`config.mk`:
```
export PLATFORM = sky130hd
export DESIGN_NAME = twb_master
export DESIGN_NICKNAME = d
export VERILOG_FILES = /design/src/rtl/twb_pkg.sv /design/src/rtl/twb_tick.sv /design/src/rtl/twb_shreg.sv /design/src/rtl/twb_master.sv
export SDC_FILE = /design/constraint.sdc
export NUM_CORES = 1
export LEC_CHECK = 0
export CORE_UTILIZATION = 33
export CTS_BUF_LIST = sky130_fd_sc_hd__clkbuf_8
export CTS_CLUSTER_SIZE = 40
export DETAILED_ROUTE_END_ITERATION = 16
export RECOVER_POWER = 25
export SYNTH_ARGS = -nofsm -noshare
export SYNTH_HDL_FRONTEND = slang
export SYNTH_SLANG_ARGS = --single-unit
```
`constraint.sdc`:
```
create_clock -name clk -period 3.1 [get_ports clk]
set_input_delay 0.93 -clock clk [delete_from_list [all_inputs] [get_ports clk]]
set_output_delay 0.93 -clock clk [all_outputs]
set_load 0.005 [all_outputs]
```
`src/rtl/twb_pkg.sv`:
```
package twb_pkg;
    localparam int BYTE_W = 8;

    typedef enum logic [3:0] {
        S_IDLE,
        S_DRIVE,
        S_FETCH,
        S_HALT,
        S_SETUP,
        S_FALL,
        S_LOW,
        S_HIGH,
        S_HOLD
    } twb_state_e;

    // position of the byte within the transaction
    typedef enum logic [1:0] {
        C_ADDR,
        C_FIRST,
        C_LATER
    } twb_cls_e;
endpackage

```
`src/rtl/twb_tick.sv`:
```
module twb_tick #(
    parameter int CW = 5
) (
    input  logic          clk,
    input  logic          rst_n,
    input  logic          load,
    input  logic [CW-1:0] load_val,
    output logic          zero
);
    logic [CW-1:0] cnt_d, cnt_q;

    always_comb begin
        cnt_d = cnt_q;
        if (load)
            cnt_d = load_val;
        else if (cnt_q != '0)
            cnt_d = cnt_q - 1'b1;
    end

    always_ff @(posedge clk) begin
        if (!rst_n) cnt_q <= '0;
        else        cnt_q <= cnt_d;
    end

    assign zero = (cnt_q == '0);
endmodule

```
`src/rtl/twb_shreg.sv`:
```
module twb_shreg #(
    parameter int W = 8
) (
    input  logic         clk,
    input  logic         rst_n,
    input  logic         load,
    input  logic [W-1:0] load_val,
    input  logic         shift,
    input  logic         in_bit,
    output logic         out_bit,
    output logic [W-1:0] value
);
    logic [W-1:0] sh_d, sh_q;

    // LSB leaves first; received bits enter at the MSB end
    always_comb begin
        sh_d = sh_q;
        if (load)
            sh_d = load_val;
        else if (shift)
            sh_d = {in_bit, sh_q[W-1:1]};
    end

    always_ff @(posedge clk) begin
        if (!rst_n) sh_q <= '0;
        else        sh_q <= sh_d;
    end

    assign out_bit = sh_q[0];
    assign value   = sh_q;
endmodule

```
`src/rtl/twb_master.sv`:
```
module twb_master
    import twb_pkg::*;
#(
    parameter int CLK_LO  = 25,
    parameter int CLK_HI  = 25,
    parameter int MODE_SU = 19,
    parameter int MODE_HO = 19,
    parameter int HALT    = 19,
    parameter int LEN_W   = 8
) (
    input  logic              clk,
    input  logic              rst_n,
    input  logic              cmd_valid,
    input  logic              cmd_read,
    input  logic [BYTE_W-1:0] cmd_addr,
    input  logic [LEN_W-1:0]  cmd_len,
    output logic              busy,
    output logic              done,
    input  logic [BYTE_W-1:0] wr_data,
    input  logic              wr_valid,
    output logic              wr_ready,
    output logic [BYTE_W-1:0] rd_data,
    output logic              rd_valid,
    output logic              sclk_oe,
    output logic              sclk_o,
    output logic              sdat_oe,
    output logic              sdat_o,
    input  logic              sdat_i,
    output logic              smode_oe,
    output logic              smode_o
);
    localparam int T_A   = (CLK_LO > CLK_HI) ? CLK_LO : CLK_HI;
    localparam int T_B   = (MODE_SU > MODE_HO) ? MODE_SU : MODE_HO;
    localparam int T_C   = (T_A > T_B) ? T_A : T_B;
    localparam int T_MAX = (T_C > HALT) ? T_C : HALT;
    localparam int CNT_W = (T_MAX < 2) ? 1 : $clog2(T_MAX);
    localparam int BIT_W = $clog2(BYTE_W);

    localparam logic [CNT_W-1:0] V_LO = CNT_W'(CLK_LO - 1);
    localparam logic [CNT_W-1:0] V_HI = CNT_W'(CLK_HI - 1);
    localparam logic [CNT_W-1:0] V_SU = CNT_W'(MODE_SU - 1);
    localparam logic [CNT_W-1:0] V_HO = CNT_W'(MODE_HO - 1);
    localparam logic [CNT_W-1:0] V_HA = CNT_W'(HALT - 1);
    localparam logic [BIT_W-1:0] LAST_BIT = BIT_W'(BYTE_W - 1);

    typedef struct packed {
        twb_state_e       st;
        twb_cls_e         cls;
        logic             rd;
        logic [LEN_W-1:0] left;
        logic [BIT_W-1:0] bitc;
        logic             clk_o;
        logic             dat_o;
        logic             mode_o;
        logic             clk_oe;
        logic             dat_oe;
        logic             mode_oe;
        logic             busy;
        logic             done;
        logic             rd_v;
        logic             wr_rdy;
    } ctl_t;

    ctl_t q, n;

    logic             t_ld, t_zero;
    logic [CNT_W-1:0] t_val;
    logic             s_ld, s_sh, s_out;
    logic [BYTE_W-1:0] s_val, s_word;
    twb_cls_e         nxt_cls;

    twb_tick #(.CW(CNT_W)) u_tick (
        .clk      (clk),
        .rst_n    (rst_n),
        .load     (t_ld),
        .load_val (t_val),
        .zero     (t_zero)
    );

    twb_shreg #(.W(BYTE_W)) u_shreg (
        .clk      (clk),
        .rst_n    (rst_n),
        .load     (s_ld),
        .load_val (s_val),
        .shift    (s_sh),
        .in_bit   (sdat_i),
        .out_bit  (s_out),
        .value    (s_word)
    );

    always_comb begin
        n       = q;
        n.done  = 1'b0;
        n.rd_v  = 1'b0;
        t_ld    = 1'b0;
        t_val   = '0;
        s_ld    = 1'b0;
        s_val   = '0;
        s_sh    = 1'b0;
        nxt_cls = (q.cls == C_ADDR) ? C_FIRST : C_LATER;

        unique case (q.st)
            S_IDLE: begin
                if (cmd_valid) begin
                    n.st      = S_DRIVE;
                    n.rd      = cmd_read;
                    n.left    = cmd_len;
                    n.cls     = C_ADDR;
                    n.bitc    = '0;
                    n.clk_o   = 1'b1;
                    n.dat_o   = 1'b1;
                    n.mode_o  = 1'b1;
                    n.clk_oe  = 1'b1;
                    n.dat_oe  = 1'b1;
                    n.mode_oe = 1'b1;
                    n.busy    = 1'b1;
                    s_ld      = 1'b1;
                    s_val     = cmd_addr;
                end
            end
            S_DRIVE: begin
                // address byte: mode goes low with the clock high
                n.st     = S_SETUP;
                n.mode_o = 1'b0;
                t_ld     = 1'b1;
                t_val    = V_SU;
            end
            S_FETCH: begin
                if (wr_valid) begin
                    n.wr_rdy = 1'b0;
                    s_ld     = 1'b1;
                    s_val    = wr_data;
                    t_ld     = 1'b1;
                    if (q.cls == C_LATER) begin
                        n.st     = S_HALT;
                        n.mode_o = 1'b0;
                        t_val    = V_HA;
                    end else begin
                        n.st  = S_SETUP;
                        t_val = V_SU;
                    end
                end
            end
            S_HALT: begin
                if (t_zero) begin
                    n.st     = S_SETUP;
                    n.mode_o = 1'b1;
                    t_ld     = 1'b1;
                    t_val    = V_SU;
                end
            end
            S_SETUP: begin
                if (t_zero) begin
                    n.st    = S_FALL;
                    n.clk_o = 1'b0;
                end
            end
            S_FALL: begin
                // clock already low: the new bit may now appear
                n.st  = S_LOW;
                t_ld  = 1'b1;
                t_val = V_LO;
                if (q.dat_oe)
                    n.dat_o = s_out;
            end
            S_LOW: begin
                if (t_zero) begin
                    n.st    = S_HIGH;
                    n.clk_o = 1'b1;
                    t_ld    = 1'b1;
                    t_val   = V_HI;
                    if (!q.dat_oe)
                        s_sh = 1'b1;
                end
            end
            S_HIGH: begin
                if (t_zero) begin
                    if (q.dat_oe)
                        s_sh = 1'b1;
                    if (q.bitc == LAST_BIT) begin
                        n.st  = S_HOLD;
                        t_ld  = 1'b1;
                        t_val = V_HO;
                        if (q.cls == C_ADDR)
                            n.mode_o = 1'b1;
                        if (!q.dat_oe)
                            n.rd_v = 1'b1;
                    end else begin
                        n.st    = S_FALL;
                        n.bitc  = q.bitc + 1'b1;
                        n.clk_o = 1'b0;
                    end
                end
            end
            S_HOLD: begin
                if (t_zero) begin
                    if (q.left == '0) begin
                        n.st      = S_IDLE;
                        n.clk_oe  = 1'b0;
                        n.dat_oe  = 1'b0;
                        n.mode_oe = 1'b0;
                        n.busy    = 1'b0;
                        n.done    = 1'b1;
                    end else begin
                        n.left = q.left - 1'b1;
                        n.cls  = nxt_cls;
                        n.bitc = '0;
                        if (q.rd) begin
                            n.dat_oe = 1'b0;
                            t_ld     = 1'b1;
                            if (nxt_cls == C_LATER) begin
                                n.st     = S_HALT;
                                n.mode_o = 1'b0;
                                t_val    = V_HA;
                            end else begin
                                n.st  = S_SETUP;
                                t_val = V_SU;
                            end
                        end else begin
                            n.st     = S_FETCH;
                            n.wr_rdy = 1'b1;
                        end
                    end
                end
            end
            default: n.st = S_IDLE;
        endcase
    end

    always_ff @(posedge clk) begin
        if (!rst_n) q <= '0;
        else        q <= n;
    end

    assign busy     = q.busy;
    assign done     = q.done;
    assign wr_ready = q.wr_rdy;
    assign rd_data  = s_word;
    assign rd_valid = q.rd_v;
    assign sclk_oe  = q.clk_oe;
    assign sclk_o   = q.clk_o;
    assign sdat_oe  = q.dat_oe;
    assign sdat_o   = q.dat_o;
    assign smode_oe = q.mode_oe;
    assign smode_o  = q.mode_o;
endmodule

```
==> impl_metrics.csv, run 1 <==
group,metric,value,unit
clocking,cts_resized,0,
grt,gr-total-overflow,0,
placement,dp_hpwl,4.795,mm
placement,place_area,3044,um^2
worst_setup_path,path_cells,"clkdlybuf4s50_1 > nor2b_1 > nand2_1 > a21oi_2 > buf_4 > mux2i_1 > a21oi_1",
worst_setup_path,path_max_fanout,14,
clocking,clock_tree.htree_level_count,2,
run_status,status,"completed",
sta,worst-slew-pin-transition,0.8010,ns
finish,area_growth_syn_to_layout,24.47,%
worst_setup_path,timing.rr.start,"u_tick.cnt_q[0]$_SDFFE_PN0P_",
finish,final_nets,386,
clocking,clockBufferDepth,2,
yosys,synth_top_area_cell,"dfxtp_1",
yosys,synthTopCellsByArea,"dfxtp_1 (31%), a21oi_1 (5.2%), nor2_1 (4.8%)",
clocking,root_buffer,"clkbuf_8",
clocking,clk_latency,0.30,ns
finish,mostFrequentLayoutCell,"dfxtp_1",
clocking,clkSlewWorstSetupHoldPaths,0.07,ns
grt,grt_pass1_vias,2230,
worst_setup_path,worst_setup_path_end_kind,"register",
sta,hold_violations,0,
yosys,yosys_warnings,0,
job,maxCapViolCount,0,
worst_setup_path,cp_slowest_cell,"clkdlybuf4s50_1",
yosys,synth_cells,313,
detailed_routing,drtAntennaViolNets,0,
detailed_routing,post-route-drc-count,0,
finish,layout-drive-gt1-share,0.1023,
detailed_routing,wl,6.742,mm
clocking,cts.sinks,39,
detailed_routing,dr.first_iter.drc_count,224,
sta,timing.fmax,0.4069,GHz
placement,globalplace.congestion,0.8817,
detailed_routing,wl_per_cell,14.95,um
detailed_routing,via_per_inst,5.481,
sta,finClkSkew,0.006937,ns
worst_setup_path,reg2reg_slack,0.75,ns
sta,grt_setup_unrepaired,"false",
worst_setup_path,critPathMaxStageDelay,0.48,ns
grt,grt_max_degree,32,
worst_hold_path,hp-class,"reg -> reg",
sta,relSlewSlack,0.4653,
worst_setup_path,crit_type,"in -> reg",
sta,fin_tns_setup,0,ns
die,rows,31,
grt,track_usage,0.1797,
die,die_w,89.50,um
clocking,cts_setup_buffers,0,
yosys,netlist_area,2526,um^2
detailed_routing,vias,2472,
clocking,cts_buffers,5,
yosys,ys.flop_type,"dfxtp_1",
die,coreArea,7331,um^2
detailed_routing,firstDrtPassIters,4,
worst_setup_path,worstReg2RegEnd,"q[20]$_SDFFE_PN0P_",
worst_setup_path,r2r_cells,6,
yosys,synth.distinct_cells,67,
worst_setup_path,critPathCapture,"q[13]$_SDFFE_PN0P_",
pwr,leakage,1.141,nW
sta,drv_slew,0,
sta,setup_viol,0,
yosys,syn_area_per_cell,8.071,um^2
worst_setup_path,worst-endpoint-arrival,2.63,ns
clocking,cts_tree,"built",
die,die_y,89.50,um
placement,numPortBuffers,47,
grt,grt_pass1_wl,10.98,mm
sta,min_period,2.457,ns
yosys,synth-edff-count,0,
clocking,hold_buffers,0,
finish,final_area,3144,um^2
worst_setup_path,start_kind,"primary input",
yosys,ys_async_sr_fraction,0,
yosys,ys_seq_area_frac,0.3091,
die,die_area,8009,um^2
worst_setup_path,crit_start,"cmd_valid",
die,boundaryPins,48,
yosys,synth.top_cell.area_share,0.3091,
grt,antenna_found_initial,0,
pwr,power_density,747.4,nW/um^2
yosys,synth-seq-cells,39,
pwr,vdd_drop_max,0.2662,mV
yosys,synth_nets,348,
finish,final_cell_mix,"dfxtp_1 (39), clkdlybuf4s50_1 (33), nor2_1 (32)",
finish,antenna_cells,0,
worst_setup_path,cp.required,3.27,ns
sta,fin_crit_sh,0.7927,
die,initial_core_util,0.3446,
==> synthesized netlist by cell type (6+ instances only) <==
master / instances
inv_1: 10
nand2_1: 30
nand3_1: 6
a32oi_1: 8
buf_2: 6
nor3_1: 14
nor2_1: 32
a311oi_1: 8
a21oi_1: 26
clkbuf_1: 12
buf_6: 6
dfxtp_1: 39
o21ai_0: 9
==> how the worst min path moves through the flow <==
stage                                  endpoint  cells after the start                  start
final                      smode_o$_SDFFE_PN0P_                      2   smode_o$_SDFFE_PN0P_
after detailed placement   smode_o$_SDFFE_PN0P_                      2   smode_o$_SDFFE_PN0P_
after global routing       smode_o$_SDFFE_PN0P_                      2   smode_o$_SDFFE_PN0P_
after CTS                  smode_o$_SDFFE_PN0P_                      2   smode_o$_SDFFE_PN0P_
after global placement    wr_ready$_SDFFE_PN0P_                      1  wr_ready$_SDFFE_PN0P_
after floorplan            smode_o$_SDFFE_PN0P_                      2   smode_o$_SDFFE_PN0P_
==> area by class of cell <==
| type | instances | area [um^2] |
|---|---|---|
| clock buffer | 7 | 96.34 |
| clock inverter | 1 | 3.754 |
| fill | 705 | 4187 |
| inverter | 10 | 37.54 |
| multi-input combinational | 236 | 1541 |
| sequential | 39 | 780.7 |
| tap | 99 | 123.9 |
| timing repair buffer | 59 | 560.5 |
==> power by group <==
group          internal [mW]  leakage, nW  switching, mW  total (mW)
logic                  0.569        0.766          0.638        1.21
clock network          0.200       0.0557          0.186       0.386
registers              0.608        0.319          0.148       0.757
total                   1.38         1.14          0.972        2.35
==> per-layer routing <==
| metal | wire [um] | share of wire | vias to the layer above | track usage |
|---|---|---|---|---|
| li1 | - | - | 1246 | - |
| met1 | 3040 | 0.45 | 1134 | 0.2411 |
| met2 | 3115 | 0.46 | 83 | 0.2845 |
| met3 | 500 | 0.074 | 9 | 0.04155 |
| met4 | 86 | 0.013 | 0 | 0.05772 |
| met5 | 0 | 0 | - | 0 |
==> sequential cells by signal, summed over array words and instances, names as in the netlist <==
name and cells:
sclk_o 1, smode_o 1, sdat_oe 1, done 1, wr_ready 1, u_shreg.value 8
q 18, sdat_o 1, rd_valid 1, sclk_oe 1, u_tick.cnt_q 5
==> metrics by stage <==
stage	util	setup slack (ns)	power, mW	hold slack (ns)	instances
3_5_place_dp	0.4153	0.3655	1.983	0.4596	443
4_1_cts	0.4289	0.6478	2.377	0.4704	451
2_1_floorplan	-	1.027	1.654	0.4544	313
3_3_place_gp	0.4153	0.3414	1.975	0.4524	443
6_report	0.4289	0.6426	2.350	0.4611	451
5_1_grt	0.4289	0.5133	2.549	0.4889	451
==> critical path: cells and delay by family <==
family | cells | cell delay (ns)
buf+inv | 2 | 0.71
simple gates | 2 | 0.55
mux | 1 | 0.20
compound gates | 2 | 0.23
==> cell families (layout without fill, tap and decap cells) <==
| family | Yosys count | after routing | share of synthesized area |
|---|---|---|---|
| flops | 39 | 39 | 0.3091 |
| buf+inv | 38 | 77 | 0.08321 |
| mux | 5 | 5 | 0.02031 |
| xor+xnor | 1 | 1 | 0.003468 |
| fa+ha+maj | 5 | 5 | 0.02476 |
| simple gates | 126 | 126 | 0.2704 |
| compound gates | 99 | 99 | 0.2888 |
(Power assumes the default switching activity.)
==> run 2: changes to the inputs <==
- clock period: 3.1 -> 2.4 ns (I/O delays scaled with it)
==> run 2 against run 1 <==
Non-clock buffer count increased by 14. Cell count increased by 3.1%. First-iteration DRC count fell by 14%. Sequential share of layout area fell by 1.0 points. Wire length rose by 3.6%. Via count is 3.6% higher. Hold slack gained 0.0098 ns. Critical path type is now reg -> reg. Largest cell class unchanged.
==> impl_metrics.csv, run 2 (synthesized netlist as in run 1, its figures left out) <==
group,metric,value,unit
sta,timing.fmax,0.4659,GHz
detailed_routing,firstDrtPassIters,5,
placement,numPortBuffers,47,
pwr,vdd_drop_max,0.2830,mV
run_status,status,"completed",
finish,largest_register_ffs,18,
detailed_routing,via_per_inst,5.510,
job,maxCapViolCount,0,
sta,worst-slew-pin-transition,0.6704,ns
grt,antenna_found_initial,0,
die,die_w,89.50,um
worst_setup_path,start_kind,"register",
clocking,root_buffer,"clkbuf_8",
clocking,cts_buffers,5,
die,rows,31,
worst_setup_path,worst-endpoint-arrival,2.39,ns
clocking,cts_tree,"built",
grt,grt_pass1_vias,2304,
detailed_routing,dr.first_iter.drc_count,193,
pwr,leakage,1.208,nW
grt,grt_max_degree,32,
grt,grt_pass1_wl,11.36,mm
placement,placed_cells,457,
finish,antenna_cells,0,
clocking,clockBufferDepth,2,
detailed_routing,vias,2562,
sta,hold_violations,0,
sta,fin_crit_sh,0.8943,
sta,finClkSkew,0.007195,ns
sta,min_period,2.146,ns
die,die_y,89.50,um
clocking,cts_resized,0,
die,initial_core_util,0.3446,
clocking,clk_latency,0.30,ns
sta,relSlewSlack,0.5496,
finish,final_cell_mix,"dfxtp_1 (39), clkdlybuf4s50_1 (38), nor2_1 (32)",
worst_setup_path,cp.required,2.64,ns
clocking,clock_tree.htree_level_count,2,
detailed_routing,wl,6.983,mm
pwr,power_density,992.3,nW/um^2
sta,drv_slew,0,
die,boundaryPins,48,
pwr,p_total,3.250,mW
finish,layout-drive-gt1-share,0.1366,
detailed_routing,wl_per_cell,15.02,um
finish,layoutNonFillerInstCount,465,
worst_setup_path,worst_setup_path_end_kind,"register",
detailed_routing,drtAntennaViolNets,0,
die,coreArea,7331,um^2
finish,final_nets,400,
finish,mostFrequentLayoutCell,"dfxtp_1",
grt,track_usage,0.1838,
clocking,cts.sinks,39,
worst_setup_path,crit_type,"reg -> reg",
placement,globalplace.congestion,0.9070,
sta,setup_viol,0,
grt,gr-total-overflow,0,
finish,area_growth_syn_to_layout,29.67,%
finish,final_util,0.4468,
finish,top_register,"q",
finish,nFillCells,721,
clocking,hold_buffers,0,
die,die_area,8009,um^2
clocking,cts_setup_buffers,0,
clocking,clkSlewWorstSetupHoldPaths,0.08,ns
detailed_routing,post-route-drc-count,0,
worst_setup_path,path_max_fanout,14,
worst_hold_path,hp-class,"reg -> reg",
placement,dp_hpwl,5.038,mm
sta,grt_setup_unrepaired,"false",
## run 2: through the flow
step | hold WS (ns) | TNS, ns | cell area, um^2 | worst slack (ns)
3_5_place_dp | 0.4602 | -0.007642 | 3162 | -0.007642
5_1_grt | 0.4950 | 0 | 3276 | 0.1095
6_report | 0.4709 | 0 | 3276 | 0.2537
4_1_cts | 0.4791 | 0 | 3279 | 0.2925
2_1_floorplan | 0.4544 | 0 | 2526 | 0.4805
3_3_place_gp | 0.4488 | 0 | 3162 | 0.007122
## run 2: cell type report
| class | instances | area [um^2] | area share |
|---|---|---|---|
| Clock inverter | 2 | 35.03 | 0.01070 |
| Inverter | 10 | 37.54 | 0.01146 |
| Tap cell | 99 | 123.9 | 0.03782 |
| Multi-Input combinational cell | 236 | 1538 | 0.4694 |
| Clock buffer | 6 | 82.58 | 0.02521 |
| Timing Repair Buffer | 73 | 678.2 | 0.2070 |
| Sequential cell | 39 | 780.7 | 0.2384 |
## run 2: power breakdown
group	internal (mW)	switching [mW]
clock network	0.337	0.251
registers	0.786	0.166
logic	0.832	0.878
total	1.95	1.30
## run 2: critical path, stage by stage (launching register included)
cell and delay [ns]:
dfxtp_1 0.45, or4b_1 0.83, nor4_2 0.37, a31oi_1 0.06, or2_0 0.23, a21oi_1 0.14
## run 2: per-layer routing
metal | share of wire | GRT usage | vias to the layer above | wire (um)
met5 | 0 | 0 | - | 0
met4 | 0.010 | 0.04473 | 0 | 71
met3 | 0.049 | 0.02955 | 10 | 341
met2 | 0.45 | 0.2838 | 86 | 3148
met1 | 0.49 | 0.2660 | 1193 | 3422
li1 | - | - | 1273 | -
## run 2: worst paths after layout
check                        startpoint               endpoint  slack [ns]  cells after the start
setup / recovery     q[26]$_SDFFE_PN0P_     q[17]$_SDFFE_PN0P_        0.25                      5
hold / removal    wr_ready$_SDFFE_PN0P_  wr_ready$_SDFFE_PN0P_        0.47                      1
setup reg to reg     q[26]$_SDFFE_PN0P_     q[17]$_SDFFE_PN0P_        0.25                      5
hold reg to reg   wr_ready$_SDFFE_PN0P_  wr_ready$_SDFFE_PN0P_        0.47                      1
==> run 3: changes to the inputs <==
- CORE_UTILIZATION: 33 -> 49
- PLACE_DENSITY: not set -> 0.76
- clock period: 2.4 -> 2.5 ns (I/O delays scaled with it)
==> run 3 against run 2 <==
Global-route usage grew 7.2 points. Wire length shrank 7.9%. Clock skew shrank 0.0041 ns. Hold slack lost 0.012 ns.
==> impl_metrics.csv, run 3 (synthesized netlist as in run 1, its figures left out) <==
group,metric,value,unit
run_status,status,"completed",
finish,final_cell_mix,"dfxtp_1 (39), clkdlybuf4s50_1 (36), nor2_1 (32)",
worst_setup_path,path_max_fanout,4,
finish,multi_input_area,1535,um^2
finish,top_register,"q",
die,rows,25,
pwr,leakage,1.161,nW
job,maxCapViolCount,0,
sta,fin_crit_sh,0.8853,
finish,final_nets,393,
grt,track_usage,0.2554,
clocking,clock_tree.htree_level_count,2,
grt,grt_max_degree,32,
detailed_routing,wl_per_cell,15.13,um
die,boundaryPins,48,
finish,area_growth_syn_to_layout,24.62,%
worst_setup_path,cp.required,2.66,ns
grt,grt_pass1_wl,10.88,mm
placement,globalplace.congestion,0.9227,
die,die_y,73.80,um
clocking,cts.sinks,39,
finish,layout-drive-gt1-share,0.1173,
clocking,cts_setup_buffers,0,
grt,gr-total-overflow,0,
worst_hold_path,hold_depth,2,
clocking,cts_resized,0,
pwr,vdd_drop_max,0.4960,mV
die,die_area,5446,um^2
clocking,cts_tree,"built",
placement,numPortBuffers,47,
sta,drv_slew,0,
grt,globalRouteMet2Util,0.3976,
clocking,cts_buffers,5,
finish,nFillCells,428,
clocking,clockBufferDepth,2,
grt,gr-usage-met3,0.05075,
sta,setup_viol,0,
detailed_routing,drtAntennaViolNets,0,
worst_setup_path,start_kind,"primary input",
placement,dp_hpwl,4.688,mm
worst_setup_path,worst-endpoint-arrival,2.37,ns
clocking,clkSlewWorstSetupHoldPaths,0.08,ns
detailed_routing,dr.first_iter.drc_count,320,
worst_setup_path,worst_setup_path_end_kind,"register",
grt,grt_use_met1,0.3587,
detailed_routing,via_per_inst,5.918,
sta,fin_tns_setup,0,ns
sta,worst-slew-pin-transition,0.6571,ns
finish,mostFrequentLayoutCell,"dfxtp_1",
sta,grt_setup_unrepaired,"false",
clocking,root_buffer,"clkbuf_8",
grt,grt.busiest_layer,"met2",
detailed_routing,post-route-drc-count,0,
detailed_routing,wl,6.430,mm
worst_setup_path,r2r_cells,7,
detailed_routing,firstDrtPassIters,5,
sta,finClkSkew,0.003072,ns
sta,timing.fmax,0.4518,GHz
sta,whs,0.4591,ns
clocking,hold_buffers,0,
grt,antenna_found_initial,0,
detailed_routing,vias,2515,
sta,hold_violations,0,
die,coreArea,4848,um^2
grt,grt_pass1_vias,2308,
finish,regArea,780.7,um^2
worst_hold_path,hp-class,"reg -> reg",
clocking,clk_latency,0.28,ns
sta,min_period,2.213,ns
sta,relSlewSlack,0.5586,
worst_setup_path,crit_type,"in -> reg",
die,initial_core_util,0.5210,
pwr,power_density,932.5,nW/um^2
finish,antenna_cells,0,
die,die_w,73.80,um
finish,largest_register_ffs,18,
==> run 3: cell types whose count changed in the layout (fill, tap and decap cells not counted) <==
cell and change:
nor4b_1 +1, clkdlybuf4s50_1 -2, dlygate4sd3_1 +2, clkbuf_2 +1, buf_4 -8, bufinv_16 -1
nor4b_2 -1, or4b_1 -1, or4b_4 +1
==> run 3: area by class of cell <==
class	instances	area share
clock buffer	6	0.02623
clock inverter	1	0.001590
inverter	10	0.01192
sequential	39	0.2480
timing repair buffer	66	0.1979
tap	67	0.02663
multi-input combinational	236	0.4877
==> run 3: power by group <==
part | internal [mW] | switching, mW | total (mW)
clock | 0.217 | 0.215 | 0.432
sequential | 0.755 | 0.168 | 0.923
combinational | 0.762 | 0.818 | 1.58
==> run 3: worst paths after layout <==
| check | end | startpoint | slack (ns) |
|---|---|---|---|
| worst min register to register | smode_o$_SDFFE_PN0P_ | smode_o$_SDFFE_PN0P_ | 0.46 |
| worst max-delay path | q[27]$_SDFFE_PN0P_ | wr_valid | 0.29 |
| worst min-delay path | smode_o$_SDFFE_PN0P_ | smode_o$_SDFFE_PN0P_ | 0.46 |
| worst max register to register | q[20]$_SDFFE_PN0P_ | u_tick.cnt_q[0]$_SDFFE_PN0P_ | 0.36 |
==> run 3: metal layers <==
| metal | wire [um] | up-vias |
|---|---|---|
| met2 | 3026 | 94 |
| met5 | 0 | - |
| met4 | 65 | 0 |
| li1 | - | 1255 |
| met3 | 405 | 9 |
| met1 | 2933 | 1157 |
==> run 3: metrics by stage <==
stage          std cells    util  instance area, um^2  setup WS [ns]  power, mW
3_5_place_dp         418  0.6343                 3075        0.03522      2.519
6_report             425  0.6493                 3148         0.2868      2.935
4_1_cts              425  0.6524                 3163         0.3263      2.955
3_3_place_gp         418  0.6343                 3075        0.03421      2.493
2_1_floorplan        313       -                 2526         0.5805      2.052
5_1_grt              425  0.6493                 3148         0.1706      3.168
==> run 3: worst max-delay path, cell delays in order <==
cell	delay [ns]
dlygate4sd3_1	0.65
a2111oi_4	0.47
a2bb2oi_2	0.26
a2bb2oi_1	0.19
nor2_1	0.05
